### src/rtl/can_err_pkg.sv
package can_err_pkg;

    localparam int SEG_W  = 5;
    localparam int CODE_W = 2 + 1 + SEG_W;

    typedef enum logic [1:0] {
        KIND_BIT   = 2'b00,
        KIND_FORM  = 2'b01,
        KIND_STUFF = 2'b10,
        KIND_OTHER = 2'b11
    } err_kind_e;

    typedef enum logic {
        DIR_TX = 1'b0,
        DIR_RX = 1'b1
    } err_dir_e;

    typedef enum logic [1:0] {
        SEL_LIMIT = 2'd0,
        SEL_RXCNT = 2'd1,
        SEL_TXCNT = 2'd2,
        SEL_NONE  = 2'd3
    } cfg_sel_e;

    // kind lands in the top two bits, direction below it, segment at the bottom
    typedef struct packed {
        err_kind_e        kind;
        err_dir_e         dir;
        logic [SEG_W-1:0] seg;
    } err_code_t;

    function automatic err_code_t pack_code(input logic [1:0] kind,
                                            input logic dir,
                                            input logic [SEG_W-1:0] seg);
        err_code_t c;
        c.kind = err_kind_e'(kind);
        c.dir  = err_dir_e'(dir);
        c.seg  = seg;
        return c;
    endfunction

endpackage

### src/rtl/can_err_counter.sv
module can_err_counter #(
    parameter int CNT_W = 8,
    parameter int INC   = 1
) (
    input  logic             clk,
    input  logic             rst,
    input  logic             frozen,
    input  logic             load,
    input  logic [CNT_W-1:0] load_val,
    input  logic             err_hit,
    input  logic             ok_hit,
    output logic [CNT_W-1:0] cnt
);
    localparam logic [CNT_W:0] MAX_W = {1'b0, {CNT_W{1'b1}}};
    localparam logic [CNT_W:0] INC_W = (CNT_W+1)'(INC);

    logic [CNT_W:0] sum;
    assign sum = {1'b0, cnt} + INC_W;

    always_ff @(posedge clk) begin
        if (rst) begin
            cnt <= '0;
        end else if (load) begin
            cnt <= load_val;
        end else if (!frozen) begin
            if (err_hit) begin
                cnt <= (sum > MAX_W) ? MAX_W[CNT_W-1:0] : sum[CNT_W-1:0];
            end else if (ok_hit && (cnt != '0)) begin
                cnt <= cnt - 1'b1;
            end
        end
    end
endmodule

### src/rtl/can_err_status.sv
module can_err_status #(
    parameter int CNT_W       = 8,
    parameter int PASSIVE_LVL = 127
) (
    input  logic [CNT_W-1:0] tx_cnt,
    input  logic [CNT_W-1:0] rx_cnt,
    input  logic [CNT_W-1:0] limit,
    output logic             warn,
    output logic             passive
);
    localparam logic [CNT_W-1:0] LVL = CNT_W'(PASSIVE_LVL);

    always_comb begin
        warn    = (tx_cnt >= limit) || (rx_cnt >= limit);
        passive = (tx_cnt > LVL) || (rx_cnt > LVL);
    end
endmodule

### src/rtl/can_err_capture.sv
module can_err_capture
    import can_err_pkg::*;
(
    input  logic      clk,
    input  logic      rst,
    input  logic      enable,
    input  logic      err_hit,
    input  err_code_t code_in,
    input  logic      rd,
    output err_code_t code,
    output logic      valid
);
    logic take;
    assign take = enable && err_hit && (!valid || rd);

    always_ff @(posedge clk) begin
        if (rst) begin
            code  <= '0;
            valid <= 1'b0;
        end else if (take) begin
            code  <= code_in;
            valid <= 1'b1;
        end else if (rd) begin
            valid <= 1'b0;
        end
    end
endmodule

### src/rtl/can_err_tracker.sv
module can_err_tracker
    import can_err_pkg::*;
#(
    parameter int CNT_W       = 8,
    parameter int TX_ERR_INC  = 8,
    parameter int RX_ERR_INC  = 1,
    parameter int PASSIVE_LVL = 127,
    parameter int WARN_RESET  = 96
) (
    input  logic              clk,
    input  logic              rst,
    input  logic              mode_reset,
    input  logic              mode_listen,
    input  logic              evt_err,
    input  logic [1:0]        evt_kind,
    input  logic              evt_dir,
    input  logic [SEG_W-1:0]  evt_seg,
    input  logic              evt_tx_ok,
    input  logic              evt_rx_ok,
    input  logic              cfg_we,
    input  logic [1:0]        cfg_sel,
    input  logic [CNT_W-1:0]  cfg_wdata,
    input  logic              cap_rd,
    output logic [CNT_W-1:0]  tx_cnt,
    output logic [CNT_W-1:0]  rx_cnt,
    output logic [CNT_W-1:0]  warn_limit,
    output logic              st_warn,
    output logic              st_passive,
    output logic              st_bus_off,
    output logic              in_reset_mode,
    output logic [CODE_W-1:0] cap_code,
    output logic              cap_valid
);
    localparam int N_CNT = 2;
    localparam int IDX_TX = 0;
    localparam int IDX_RX = 1;
    localparam logic [CNT_W:0] MAX_W = {1'b0, {CNT_W{1'b1}}};

    logic             eff_reset;
    logic             frozen;
    logic             bus_off_q;
    logic [CNT_W-1:0] limit_q;
    logic             tx_wrap;

    logic             c_load [N_CNT];
    logic             c_err  [N_CNT];
    logic             c_ok   [N_CNT];
    logic [CNT_W-1:0] c_val  [N_CNT];

    err_code_t        code_in;
    err_code_t        code_q;

    assign eff_reset = mode_reset || bus_off_q;
    assign frozen    = eff_reset || mode_listen;

    always_comb begin
        c_load[IDX_TX] = eff_reset && cfg_we && (cfg_sel_e'(cfg_sel) == SEL_TXCNT);
        c_load[IDX_RX] = eff_reset && cfg_we && (cfg_sel_e'(cfg_sel) == SEL_RXCNT);
        c_err[IDX_TX]  = evt_err && (err_dir_e'(evt_dir) == DIR_TX);
        c_err[IDX_RX]  = evt_err && (err_dir_e'(evt_dir) == DIR_RX);
        c_ok[IDX_TX]   = evt_tx_ok;
        c_ok[IDX_RX]   = evt_rx_ok;
    end

    for (genvar g = 0; g < N_CNT; g++) begin : g_cnt
        localparam int STEP = (g == IDX_TX) ? TX_ERR_INC : RX_ERR_INC;
        can_err_counter #(
            .CNT_W (CNT_W),
            .INC   (STEP)
        ) u_cnt (
            .clk      (clk),
            .rst      (rst),
            .frozen   (frozen),
            .load     (c_load[g]),
            .load_val (cfg_wdata),
            .err_hit  (c_err[g]),
            .ok_hit   (c_ok[g]),
            .cnt      (c_val[g])
        );
    end

    // transmit error that would carry the counter past its ceiling
    assign tx_wrap = !frozen && c_err[IDX_TX] &&
                     (({1'b0, c_val[IDX_TX]} + (CNT_W+1)'(TX_ERR_INC)) > MAX_W);

    always_ff @(posedge clk) begin
        if (rst) begin
            bus_off_q <= 1'b0;
        end else if (c_load[IDX_TX]) begin
            bus_off_q <= 1'b0;
        end else if (tx_wrap) begin
            bus_off_q <= 1'b1;
        end
    end

    always_ff @(posedge clk) begin
        if (rst) begin
            limit_q <= CNT_W'(WARN_RESET);
        end else if (eff_reset && cfg_we && (cfg_sel_e'(cfg_sel) == SEL_LIMIT)) begin
            limit_q <= cfg_wdata;
        end
    end

    can_err_status #(
        .CNT_W       (CNT_W),
        .PASSIVE_LVL (PASSIVE_LVL)
    ) u_status (
        .tx_cnt  (c_val[IDX_TX]),
        .rx_cnt  (c_val[IDX_RX]),
        .limit   (limit_q),
        .warn    (st_warn),
        .passive (st_passive)
    );

    assign code_in = pack_code(evt_kind, evt_dir, evt_seg);

    can_err_capture u_cap (
        .clk     (clk),
        .rst     (rst),
        .enable  (!eff_reset),
        .err_hit (evt_err),
        .code_in (code_in),
        .rd      (cap_rd),
        .code    (code_q),
        .valid   (cap_valid)
    );

    assign tx_cnt        = c_val[IDX_TX];
    assign rx_cnt        = c_val[IDX_RX];
    assign warn_limit    = limit_q;
    assign st_bus_off    = bus_off_q;
    assign in_reset_mode = eff_reset;
    assign cap_code      = code_q;
endmodule

### config.mk
export PLATFORM = sky130hd
export DESIGN_NAME = can_err_tracker
export DESIGN_NICKNAME = d
export VERILOG_FILES = /design/src/rtl/can_err_pkg.sv /design/src/rtl/can_err_counter.sv /design/src/rtl/can_err_status.sv /design/src/rtl/can_err_capture.sv /design/src/rtl/can_err_tracker.sv
export SDC_FILE = /design/constraint.sdc
export NUM_CORES = 1
export LEC_CHECK = 0
export ABC_AREA = 1
export ABC_CLOCK_PERIOD_IN_PS = 4040
export BUFFER_PORTS_ARGS = -buffer_cell sky130_fd_sc_hd__buf_4
export CAP_MARGIN = 20
export CORE_ASPECT_RATIO = 0.9
export CORE_MARGIN = 2
export CORE_UTILIZATION = 50
export DETAILED_ROUTE_END_ITERATION = 10
export HOLD_SLACK_MARGIN = 0.08
export PLACE_DENSITY = 0.75
export SYNTH_ARGS = -nofsm -noshare
export SYNTH_HDL_FRONTEND = slang
export SYNTH_SLANG_ARGS = --single-unit
export TNS_END_PERCENT = 50
### constraint.sdc
create_clock -name clk -period 4.04 [get_ports clk]
set_clock_uncertainty 0.15 [all_clocks]
set_input_delay 0.808 -clock clk [delete_from_list [all_inputs] [get_ports clk]]
set_output_delay 0.808 -clock clk [all_outputs]
set_load 0.02 [all_outputs]
==> flow_metrics.env, run 1 <==
export IMPL_outcome="completed"
export IMPL_via_per_inst=5.42
export IMPL_dieArea_um2=6060
export IMPL_finalPower_w=0.00106
export IMPL_power_switching_share_pct=35.5
export IMPL_relative_slew_margins_pct=51.2
export IMPL_worst_hold_path_type="reg -> reg"
export IMPL_postSynthCellCount=409
export IMPL_first_iter_violations=183
export IMPL_cts_made_buffers=5
export IMPL_worst_endpoint_arrival_ps=1910
export IMPL_final_layout_size_suffix_gt1_share_pct=20.5
export IMPL_rows=25
export IMPL_timing_hold_ws_ps=303
export IMPL_floorplan_initialDensity_pct=51.9
export IMPL_drt_pass1_iter_count=5
export IMPL_power_switching_w=0.000375
export IMPL_clock_tree_from_tritoncts="yes"
export IMPL_layout_cells_non_filler=536
export IMPL_path_clk_slew_ps=70
export IMPL_cts_root_buffer_cell="clkbuf_8"
export IMPL_route_antenna_remaining_nets=0
export IMPL_num_antenna_cells=0
export IMPL_ys_types=41
export IMPL_slew_viols_final=0
export IMPL_worst_case_register_to_register_setup_slack_ps=2010
export IMPL_cell_internal_pwr_w=0.000681
export IMPL_floorplan_io_pins=64
export IMPL_globalRoute_totalOverflow=0
export IMPL_port_buffer_count=63
export IMPL_vert_die_dim_um=74.0
export IMPL_layout_commonest_cell="nand2_1"
export IMPL_p_comb_share_pct=32.6
export IMPL_final_hold_viol_count=0
export IMPL_worstPathMaxFanout=10
export IMPL_p_r_area_growth_vs_syn_pct=22.2
export IMPL_worst_skew_pair_late_latency_ps=290
export IMPL_cts_hold_repair_buffers=0
export IMPL_globalRouteTotalUtil_pct=25.7
export IMPL_place_detailed_hpwl_um=5790
export IMPL_synth_seq_cells=34
export IMPL_critical_path_sink_type="output pin"
export IMPL_final_routed_wirelength_across_all_metal_layers_um=7320
export IMPL_sequentialPowerShare_pct=37.2
export IMPL_finalCritPeriodShare_pct=71.1
export IMPL_finalNetCount=521
export IMPL_mappedNetlistNets=462
export IMPL_post_synthesis_sequential_area_ratio_pct=25.0
export IMPL_cts_resized_gates=0
export IMPL_mostFrequentLayoutCells="nand2_1 (71), buf_4 (63), inv_1 (55)"
export IMPL_crit_path_start_kind="flop"
export IMPL_routed_wire_length_per_instance_um=13.7
export IMPL_clkPwrFrac_pct=30.2
export IMPL_leakagePower_nw=1.63
export IMPL_postCtsSetupRepairBufs=0
export IMPL_ir_worst_vdd_mv=0.212
export IMPL_grt_pass1_vias=2601
export IMPL_grt_pass1_wl_um=12200
export IMPL_detail_route_drc_violations=0
export IMPL_power_density_nw_per_um2=317
export IMPL_worstMarginPinSlew_ps=728
export IMPL_cap_violations=0
export IMPL_finalWorstPathRequiredPeriod_ps=2870
export IMPL_vias=2906
export IMPL_critical_path_required_ps=3080
export IMPL_htree_num_levels=2
export IMPL_final_number_of_setup_violating_endpoints=0
export IMPL_place_gp_congestion=0.895
export IMPL_floorplan_die_width_um=81.8
export IMPL_timing_setup_tns_ps=0
export IMPL_grt_max_degree=21
export IMPL_grt_antenna_before_repair=0
export IMPL_critical_path_class="reg -> out"
export IMPL_clock_tree_buf_depth=2
export IMPL_avgSynthCellArea_um2=6.66
export IMPL_cts_sinks=34
export IMPL_max_clock_freq_ghz=0.348
export IMPL_grt_setup_unrepaired="false"
export IMPL_coreArea_um2=5260
export IMPL_netlist_area_um2=2730
export IMPL_dp_cells=528
export IMPL_yosys_warnings=0
cells in the mapped netlist:
cell	n	share of area, %
or2_1	2	0.46
o221ai_1	2	0.64
nand2_2	5	1.1
nor2_2	2	0.46
o21a_1	2	0.55
o21bai_1	1	0.28
buf_6	2	0.83
nand3_1	33	6.1
nor3_4	1	0.60
o211ai_1	2	0.55
a31oi_1	2	0.46
o21ai_0	26	4.8
clkbuf_1	5	0.69
xor2_1	6	1.9
or2_2	1	0.23
nand2_4	1	0.41
nand4_1	8	1.8
inv_4	1	0.23
o21ai_2	1	0.32
inv_2	2	0.28
a21boi_1	1	0.28
nand2_1	71	9.8
nor3b_1	1	0.28
nor2_4	1	0.41
a21oi_4	2	1.2
ha_1	26	12
nor2_8	1	0.73
o21ai_1	4	0.73
nand4_2	1	0.46
dfxtp_1	34	25
clkinv_1	1	0.14
buf_4	2	0.55
nand3_2	3	1.1
inv_1	55	7.6
a21oi_2	1	0.32
a21boi_2	1	0.41
nor3_2	1	0.37
nor3_1	4	0.73
nor2_1	43	5.9
a21oi_1	49	9.0
buf_2	2	0.37
power by group through the flow:
stage | combinational, W | clock, W | sequential [W]
3_3_place_gp | 0.000335 | 0 | 0.000399
6_report | 0.000344 | 0.000319 | 0.000392
5_1_grt | 0.000387 | 0.000340 | 0.000397
2_1_floorplan | 0.000215 | 0 | 0.000414
4_1_cts | 0.000343 | 0.000324 | 0.000392
3_5_place_dp | 0.000341 | 0 | 0.000399
per-layer routing:
metal  part of all wire (%)  vias to the layer above  global-route usage, %
met5                      0                        -                      0
met4                   0.75                        0                   5.19
met3                     11                        7                   5.70
met2                     41                      133                   37.9
met1                     47                     1292                   38.3
li1                       -                     1474                      -
final timing paths:
kind	from	end	cells after the start
worst max-delay path	g_cnt[0].u_cnt.cnt[3]$_SDFFE_PP0P_	st_warn	7
worst min-delay path	u_cap.code[4]$_SDFFE_PP0P_	u_cap.code[4]$_SDFFE_PP0P_	2
worst max register to register	g_cnt[0].u_cnt.cnt[3]$_SDFFE_PP0P_	g_cnt[0].u_cnt.cnt[1]$_SDFFE_PP0P_	11
worst min register to register	u_cap.code[4]$_SDFFE_PP0P_	u_cap.code[4]$_SDFFE_PP0P_	2
cells by family after synthesis:
family          Yosys count  synth area share [%]
xor+xnor                  6                  1.93
fa+ha+maj                26                  11.9
buf+inv                  70                  10.7
simple gates            179                  31.0
compound gates           94                  19.5
flops                    34                  25.0
critical path, cell delays in order, from the launching register on:
cell      delay (ps)
dfxtp_1          560
ha_1             310
a21oi_1          160
o21a_1           150
o221ai_1         100
nor2_1           100
nand2_1           80
buf_4            160
per-stage QoR:
step	utilization [%]	area (um2)	setup WS, ps
finish	63.4	3330	1170
global placement	61.2	3220	1550
CTS	63.4	3330	1190
global route	63.4	3330	1060
detailed placement	61.2	3220	1520
floorplan	-	2730	1640
registers in the layout (all words and copies together) (netlist names):
name             flops
st_bus_off           1
u_cap.code           8
warn_limit           8
u_cap.valid          1
g_cnt.u_cnt.cnt     16
final cells by class:
type                    instances  area [um2]
clock buffers                   5        68.8
clock inverters                 3        45.0
fillers                       498        1930
inverters                      59         224
multi-input cells             305        1750
flip-flops and latches         34         681
well taps                      67        83.8
repair buffers                 63         473
Note: power is estimated with default switching activity, not from simulation.
==> run 2: changes to the inputs <==
Settings changed: ABC_AREA 1 to 0, ABC_CLOCK_PERIOD_IN_PS 4040 to 2700.
Clock period 4.04 ns to 2.7 ns, I/O delays scaled along.
==> run 2 against run 1 <==
Final area rose by 4.4%. Worst setup slack got worse by 1100 ps. Sequential power rose by 47%. Register-to-register slack got worse by 1800 ps. Clock power rose by 53%. Global-route usage rose by 2.0 points. Count of clock-buffer cells in the layout rose by 1. Via count fell by 3.7%. Critical path depth fell by 2. Combinational power rose by 64%. Area after synthesis fell by 1.8%. Utilization rose by 3.2 points. Critical path type unchanged. Critical endpoint unchanged. Highest routed layer unchanged.
==> flow_metrics.env, run 2 <==
export IMPL_yosys_warnings=0
export IMPL_synth_enable_flop_cells=0
export IMPL_worstRegToRegCells=9
export IMPL_ys_async_rst_share_pct=0
export IMPL_synth_seq_cells=34
export IMPL_timing_setup_tns_ps=0
export IMPL_rows=25
export IMPL_grt_pass1_wl_um=12800
export IMPL_met1_length_um=3710
export IMPL_place_detailed_hpwl_um=5930
export IMPL_first_iter_violations=214
export IMPL_critical_path_required_ps=2010
export IMPL_drt_pass1_iter_count=4
export IMPL_floorplan_die_width_um=81.1
export IMPL_critical_path_sink_type="output pin"
export IMPL_mostFrequentLayoutCells="buf_4 (83), nor2_1 (34), nand2_1 (32)"
export IMPL_cts_hold_repair_buffers=0
export IMPL_yosys_area_top_type="dfxtp_1"
export IMPL_max_clock_freq_ghz=0.379
export IMPL_post_synthesis_sequential_area_ratio_pct=25.4
export IMPL_p_r_area_growth_vs_syn_pct=29.9
export IMPL_timing_critical_path_slowest_cell_delay_ps=560
export IMPL_cap_violations=0
export IMPL_clock_tree_from_tritoncts="yes"
export IMPL_final_layout_size_suffix_gt1_share_pct=30.1
export IMPL_finalWorstPathRequiredPeriod_ps=2640
export IMPL_finalCritPeriodShare_pct=97.7
export IMPL_routed_wire_length_per_instance_um=16.7
export IMPL_finalNetCount=458
export IMPL_cts_root_buffer_cell="clkbuf_8"
export IMPL_worstPathBufferInverterCount=1
export IMPL_slew_viols_final=0
export IMPL_htree_num_levels=2
export IMPL_vias=2798
export IMPL_netlist_top_cells_count="dfxtp_1 (34), nor2_1 (34), nand2_1 (32), ha_1 (26), nand3_1 (19)"
export IMPL_detail_route_drc_violations=0
export IMPL_synth_area_leaders="dfxtp_1 (25%), ha_1 (12%), mux2i_1 (5.2%)"
export IMPL_outcome="completed"
export IMPL_worstPathMaxFanout=8
export IMPL_avgSynthCellArea_um2=8.04
export IMPL_coreArea_um2=5220
export IMPL_floorplan_io_pins=64
export IMPL_highest_layer="met4"
export IMPL_final_hold_viol_count=0
export IMPL_worst_hold_path_type="in -> reg"
export IMPL_synthFlopType="dfxtp_1"
export IMPL_largest_register_ffs=16
export IMPL_mappedNetlistNets=386
export IMPL_met3_length_um=578
export IMPL_final_routed_wirelength_across_all_metal_layers_um=7880
export IMPL_worst_path_stages=5
export IMPL_vert_die_dim_um=73.4
export IMPL_ir_worst_vdd_mv=0.356
export IMPL_holdPathStages=3
export IMPL_largest_register="g_cnt.u_cnt.cnt"
export IMPL_cts_sinks=34
export IMPL_clock_tree_buf_depth=2
export IMPL_leakagePower_nw=1.54
export IMPL_dp_cells=461
export IMPL_critical_path_class="reg -> out"
export IMPL_grt_setup_unrepaired="false"
export IMPL_path_clk_slew_ps=70
export IMPL_worstMarginPinSlew_ps=953
export IMPL_port_buffer_count=63
export IMPL_dieArea_um2=5950
export IMPL_cts_made_buffers=5
export IMPL_place_gp_congestion=0.932
export IMPL_power_density_nw_per_um2=468
export IMPL_globalRoute_totalOverflow=0
export IMPL_num_antenna_cells=0
export IMPL_path_delay_family="flip-flops"
export IMPL_floorplan_initialDensity_pct=51.2
export IMPL_grt_pass1_vias=2644
export IMPL_ys_types=62
export IMPL_crit_path_start_kind="flop"
export IMPL_via_per_inst=5.93
export IMPL_layout_commonest_cell="buf_4"
export IMPL_postSynthCellCount=333
export IMPL_critPathSlowestCell="dfxtp_1"
export IMPL_worst_endpoint_arrival_ps=1950
export IMPL_final_number_of_setup_violating_endpoints=0
export IMPL_timing_critical_path_cells="ha_1 -> and3_1 -> a221oi_2 -> o211ai_1 -> buf_4"
export IMPL_netlist_area_um2=2680
export IMPL_relative_slew_margins_pct=36.1
export IMPL_grt_max_degree=33
export IMPL_globalRouteTotalUtil_pct=27.7
export IMPL_worst_skew_pair_late_latency_ps=290
export IMPL_worst_case_register_to_register_setup_slack_ps=220
export IMPL_route_antenna_remaining_nets=0
export IMPL_met2_length_um=3470
export IMPL_netlist_area_leader_share_pct=25.4
export IMPL_grt_antenna_before_repair=0
export IMPL_layout_cells_non_filler=472
## run 2: changes by cell type in the layout (fill, tap and decap cells not counted), moves of 7 or more
cell / previous run / this run
inv_1: 55 / 13
nand2_1: 71 / 32
a21oi_1: 49 / 15
buf_4: 63 / 83
o21ai_0: 26 / 7
mux2i_1: 0 / 14
nand3_1: 33 / 19
a21o_1: 0 / 9
nor2_1: 43 / 34
o211ai_1: 2 / 11
a31oi_1: 2 / 9
nor3_1: 4 / 11
xnor2_1: 0 / 7
## run 2: timing repair
item                                    CTS  global route
setup buffers                             1             3
endpoints found under the setup margin    1             1
gates cloned                              0             0
pin swaps                                 3             6
hold endpoints to repair                  0             0
gates resized for setup                   6            11
## run 2: cell type report
cell class              instances  area (um2)
multi-input cells             266        1910
clock inverters                 1        30.0
inverters                      15        58.8
clock buffers                   6        82.6
flip-flops and latches         34         691
fillers                       460        1750
well taps                      67        83.8
repair buffers                 83         623
## run 2: per-stage QoR
stage	instance area (um2)	hold slack (ps)	util, %	total power, W	setup slack (ps)
global placement	3260	327	62.5	0.00111	248
finish	3480	330	66.6	0.00163	61.4
CTS	3390	329	65.0	0.00160	6.86
global route	3480	340	66.6	0.00170	0.984
floorplan	2680	421	-	0.000929	128
detailed placement	3260	339	62.5	0.00112	194
## run 2: tightest hold or removal path, cell delays in order
cell and delay [ps]:
buf_4 70, mux2i_1 50, nor2_1 70
## run 2: path summary, 6_finish.rpt
kind,endpoint,from
max,st_warn,g_cnt[1].u_cnt.cnt[7]$_SDFFE_PP0P_
min,u_cap.code[0]$_SDFFE_PP0P_,evt_seg[0]
max reg2reg,g_cnt[1].u_cnt.cnt[2]$_SDFFE_PP0P_,g_cnt[1].u_cnt.cnt[0]$_SDFFE_PP0P_
min reg2reg,u_cap.code[0]$_SDFFE_PP0P_,u_cap.code[0]$_SDFFE_PP0P_
## run 2: report_power, final
group          total [W]  internal (W)  switching (W)  leakage (nW)
clock           0.000487      0.000295       0.000191        0.0573
combinational   0.000563      0.000263       0.000300          1.20
sequential      0.000576      0.000532      0.0000439         0.280
## run 2: routing by layer
metal,vias up,track usage [%]
li1,1364,-
met5,-,0
met1,1308,39.2
met4,0,9.23
met2,111,41.6
met3,15,6.02
## run 2: cell families after synthesis
kind of cell | count (synthesis) | share of synthesized area [%]
DFF | 34 | 25.4
muxes | 14 | 5.24
and+or+nand+nor | 132 | 25.3
AOI/OAI and AO/OA | 83 | 22.8
xor gates and xnor gates | 11 | 3.60
adders and majority gates | 26 | 12.2
buffers and inverters | 33 | 5.47
==> run 3: changes to the inputs <==
Settings changed: ABC_CLOCK_PERIOD_IN_PS 2700 to 2390, PLACE_DENSITY 0.75 to 0.77, SYNTH_HIERARCHICAL set to 1.
Clock period 2.7 ns to 2.39 ns, I/O delays scaled along.
==> run 3 against run 2 <==
Die area is 8.7% higher. Total power rose by 18%. Hold slack lost 33 ps. Sequential share of layout area shrank 1.2 points. Utilization shrank 0.18 points. Flip-flop and latch count unchanged. Clock power fell by 5.7%. Sequential power is 12% higher. Via count is 8.4% higher. Critical path depth up 2. Final area up 8.1%.
==> flow_metrics.env, run 3 <==
export IMPL_worst_endpoint_arrival_ps=1720
export IMPL_finalWorstPathRequiredPeriod_ps=2340
export IMPL_largest_register_ffs=16
export IMPL_postSynthCellCount=351
export IMPL_clock_tree_buf_depth=2
export IMPL_critical_path_required_ps=1760
export IMPL_via_per_inst=6.11
export IMPL_avgSynthCellArea_um2=8.33
export IMPL_worst_case_register_to_register_setup_slack_ps=160
export IMPL_num_antenna_cells=0
export IMPL_path_clk_slew_ps=80
export IMPL_layout_commonest_cell="buf_4"
export IMPL_leakagePower_nw=1.54
export IMPL_synth_area_leaders="dfxtp_1 (23%), ha_1 (12%), a21oi_1 (4.6%)"
export IMPL_worstMarginPinSlew_ps=502
export IMPL_port_buffer_count=63
export IMPL_ys_async_rst_share_pct=0
export IMPL_synthFlopType="dfxtp_1"
export IMPL_routed_wire_length_per_instance_um=17.4
export IMPL_htree_num_levels=2
export IMPL_critical_path_sink_type="output pin"
export IMPL_grt_pass1_wl_um=13800
export IMPL_dieArea_um2=6470
export IMPL_relative_slew_margins_pct=66.5
export IMPL_finalCritPeriodShare_pct=98.0
export IMPL_ys_types=74
export IMPL_floorplan_io_pins=64
export IMPL_grt_max_degree=42
export IMPL_netlist_area_um2=2920
export IMPL_cap_violations=0
export IMPL_cts_root_buffer_cell="clkbuf_8"
export IMPL_finalNetCount=479
export IMPL_floorplan_initialDensity_pct=51.6
export IMPL_slew_viols_final=0
export IMPL_post_synthesis_sequential_area_ratio_pct=23.3
export IMPL_largest_register="g_cnt.u_cnt/cnt"
export IMPL_min_to="g_cnt[1].u_cnt/cnt[0]$_SDFFE_PP0P_"
export IMPL_worstRegToRegCells=8
export IMPL_grt_pass1_vias=2840
export IMPL_vert_die_dim_um=76.5
export IMPL_clock_tree_from_tritoncts="yes"
export IMPL_first_iter_violations=280
export IMPL_coreArea_um2=5660
export IMPL_final_layout_size_suffix_gt1_share_pct=35.0
export IMPL_detail_route_drc_violations=0
export IMPL_cts_sinks=34
export IMPL_ir_worst_vdd_mv=0.286
export IMPL_critPathSlowestCell="dfxtp_2"
export IMPL_globalRoute_totalOverflow=0
export IMPL_yosys_area_top_type="dfxtp_1"
export IMPL_final_number_of_setup_violating_endpoints=0
export IMPL_netlist_area_leader_share_pct=23.3
export IMPL_min_delay_start="cfg_wdata[0]"
export IMPL_synth_enable_flop_cells=0
export IMPL_timing_critical_path_slowest_cell_delay_ps=360
export IMPL_worst_skew_pair_late_latency_ps=300
export IMPL_power_density_nw_per_um2=509
export IMPL_floorplan_die_width_um=84.6
export IMPL_yosys_warnings=6
export IMPL_route_antenna_remaining_nets=0
export IMPL_endpoint_of_the_worst_register_to_register_path="g_cnt[0].u_cnt/cnt[4]$_SDFFE_PP0P_"
export IMPL_finish_utilization_pct=66.4
export IMPL_grt_antenna_before_repair=0
export IMPL_crit_path_start_kind="flop"
export IMPL_cts_made_buffers=5
export IMPL_place_gp_congestion=0.941
export IMPL_holdPathStages=3
export IMPL_worst_hold_path_type="in -> reg"
export IMPL_finalPower_w=0.00191
export IMPL_vias=3032
export IMPL_outcome="completed"
export IMPL_netlist_top_cells_count="dfxtp_1 (34), inv_1 (28), a21oi_1 (27), ha_1 (27), nand2_1 (21)"
export IMPL_mostFrequentLayoutCells="buf_4 (88), a21oi_1 (26), inv_1 (24)"
export IMPL_critical_path_class="reg -> out"
export IMPL_mappedNetlistNets=405
export IMPL_synth_most_common_cell="dfxtp_1"
export IMPL_max_clock_freq_ghz=0.427
export IMPL_p_r_area_growth_vs_syn_pct=28.6
export IMPL_drt_pass1_iter_count=4
export IMPL_critical_path_reg2reg_startpoint="g_cnt[0].u_cnt/cnt[4]$_SDFFE_PP0P_"
export IMPL_synth_seq_cells=34
export IMPL_worstPathMaxFanout=3
export IMPL_globalRouteTotalUtil_pct=26.2
export IMPL_final_routed_wirelength_across_all_metal_layers_um=8610
export IMPL_place_detailed_hpwl_um=6350
export IMPL_final_hold_viol_count=0
export IMPL_rows=26
export IMPL_timing_hold_ws_ps=298
export IMPL_timing_critical_path_cells="inv_2 -> ha_1 -> a21oi_1 -> nor2b_1 -> o21ai_0 -> nand4_1 -> buf_6"
## run 3: cell types whose count changed in the layout (fill, tap and decap cells not counted), sizes merged, moves of 11 or more
cell    previous run  this run
nor2              35        11
a21oi             17        28
inv               15        30
nand2b             6        19
## run 3: how the worst max path moves through the flow
stage	from	end	slack (ps)	depth (start not counted)
final	warn_limit[5]$_SDFFE_PP1P_	st_warn	50	7
after global routing	g_cnt[0].u_cnt/cnt[4]$_SDFFE_PP0P_	st_warn	-8	6
after CTS	g_cnt[1].u_cnt/cnt[0]$_SDFFE_PP0P_	st_warn	4	7
after detailed placement	mode_reset	g_cnt[1].u_cnt/cnt[2]$_SDFFE_PP0P_	-10	6
after global placement	mode_reset	g_cnt[1].u_cnt/cnt[3]$_SDFFE_PP0P_	100	6
after floorplan	g_cnt[0].u_cnt/cnt[3]$_SDFFE_PP0P_	g_cnt[0].u_cnt/cnt[4]$_SDFFE_PP0P_	20	8
## run 3: kinds of logic after synthesis
family | count (synthesis) | share of synthesized area (%)
buffers and inverters | 53 | 8.86
adders and majority gates | 27 | 11.6
and+or+nand+nor | 116 | 24.9
xor gates and xnor gates | 6 | 1.80
AOI/OAI and AO/OA | 106 | 26.5
DFF | 34 | 23.3
muxes | 9 | 3.08
## run 3: final cells by class
class / instances / area (um2)
Timing Repair Buffer: 90 / 692
Clock buffer: 6 / 82.6
Multi-Input combinational cell: 264 / 2070
Inverter: 30 / 113
Sequential cell: 34 / 702
Fill cell: 464 / 1900
Tap cell: 70 / 87.6
Clock inverter: 2 / 12.5
## run 3: critical path: cells and delay by family (launching register included)
kind | cells | cell delay (ps)
compound gates | 2 | 360
fa+ha+maj | 1 | 280
buf+inv | 2 | 220
flops | 1 | 360
simple gates | 2 | 210
## run 3: per-stage QoR
step	TNS [ps]	instances	cell area (um2)	setup WS [ps]
2_1_floorplan	0	351	2920	16.6
3_3_place_gp	0	483	3520	99.2
3_5_place_dp	-13.6	483	3520	-13.6
4_1_cts	0	494	3700	3.67
5_1_grt	-7.90	496	3760	-7.90
6_report	0	496	3760	46.7
## run 3: power by group
part	internal [W]	total (W)	switching (W)
clock	0.000232	0.000459	0.000227
sequential	0.000609	0.000645	0.0000358
combinational	0.000354	0.000809	0.000455
## run 3: repair_timing
action | 4_1_cts | 5_1_grt
pin swaps | 4 | 7
hold buffers | 0 | 0
buffers inserted | 3 | 2
endpoints found under the setup margin | 1 | 1
gates resized for setup | 17 | 15
## run 3: metal layers
layer  routed length [um]  vias to the layer above  track usage, %
met4                  178                        0            9.37
met5                    0                        -               0
met3                  579                       18            5.42
met2                 3960                      125            42.1
li1                     -                     1447               -
met1                 3890                     1442            34.5
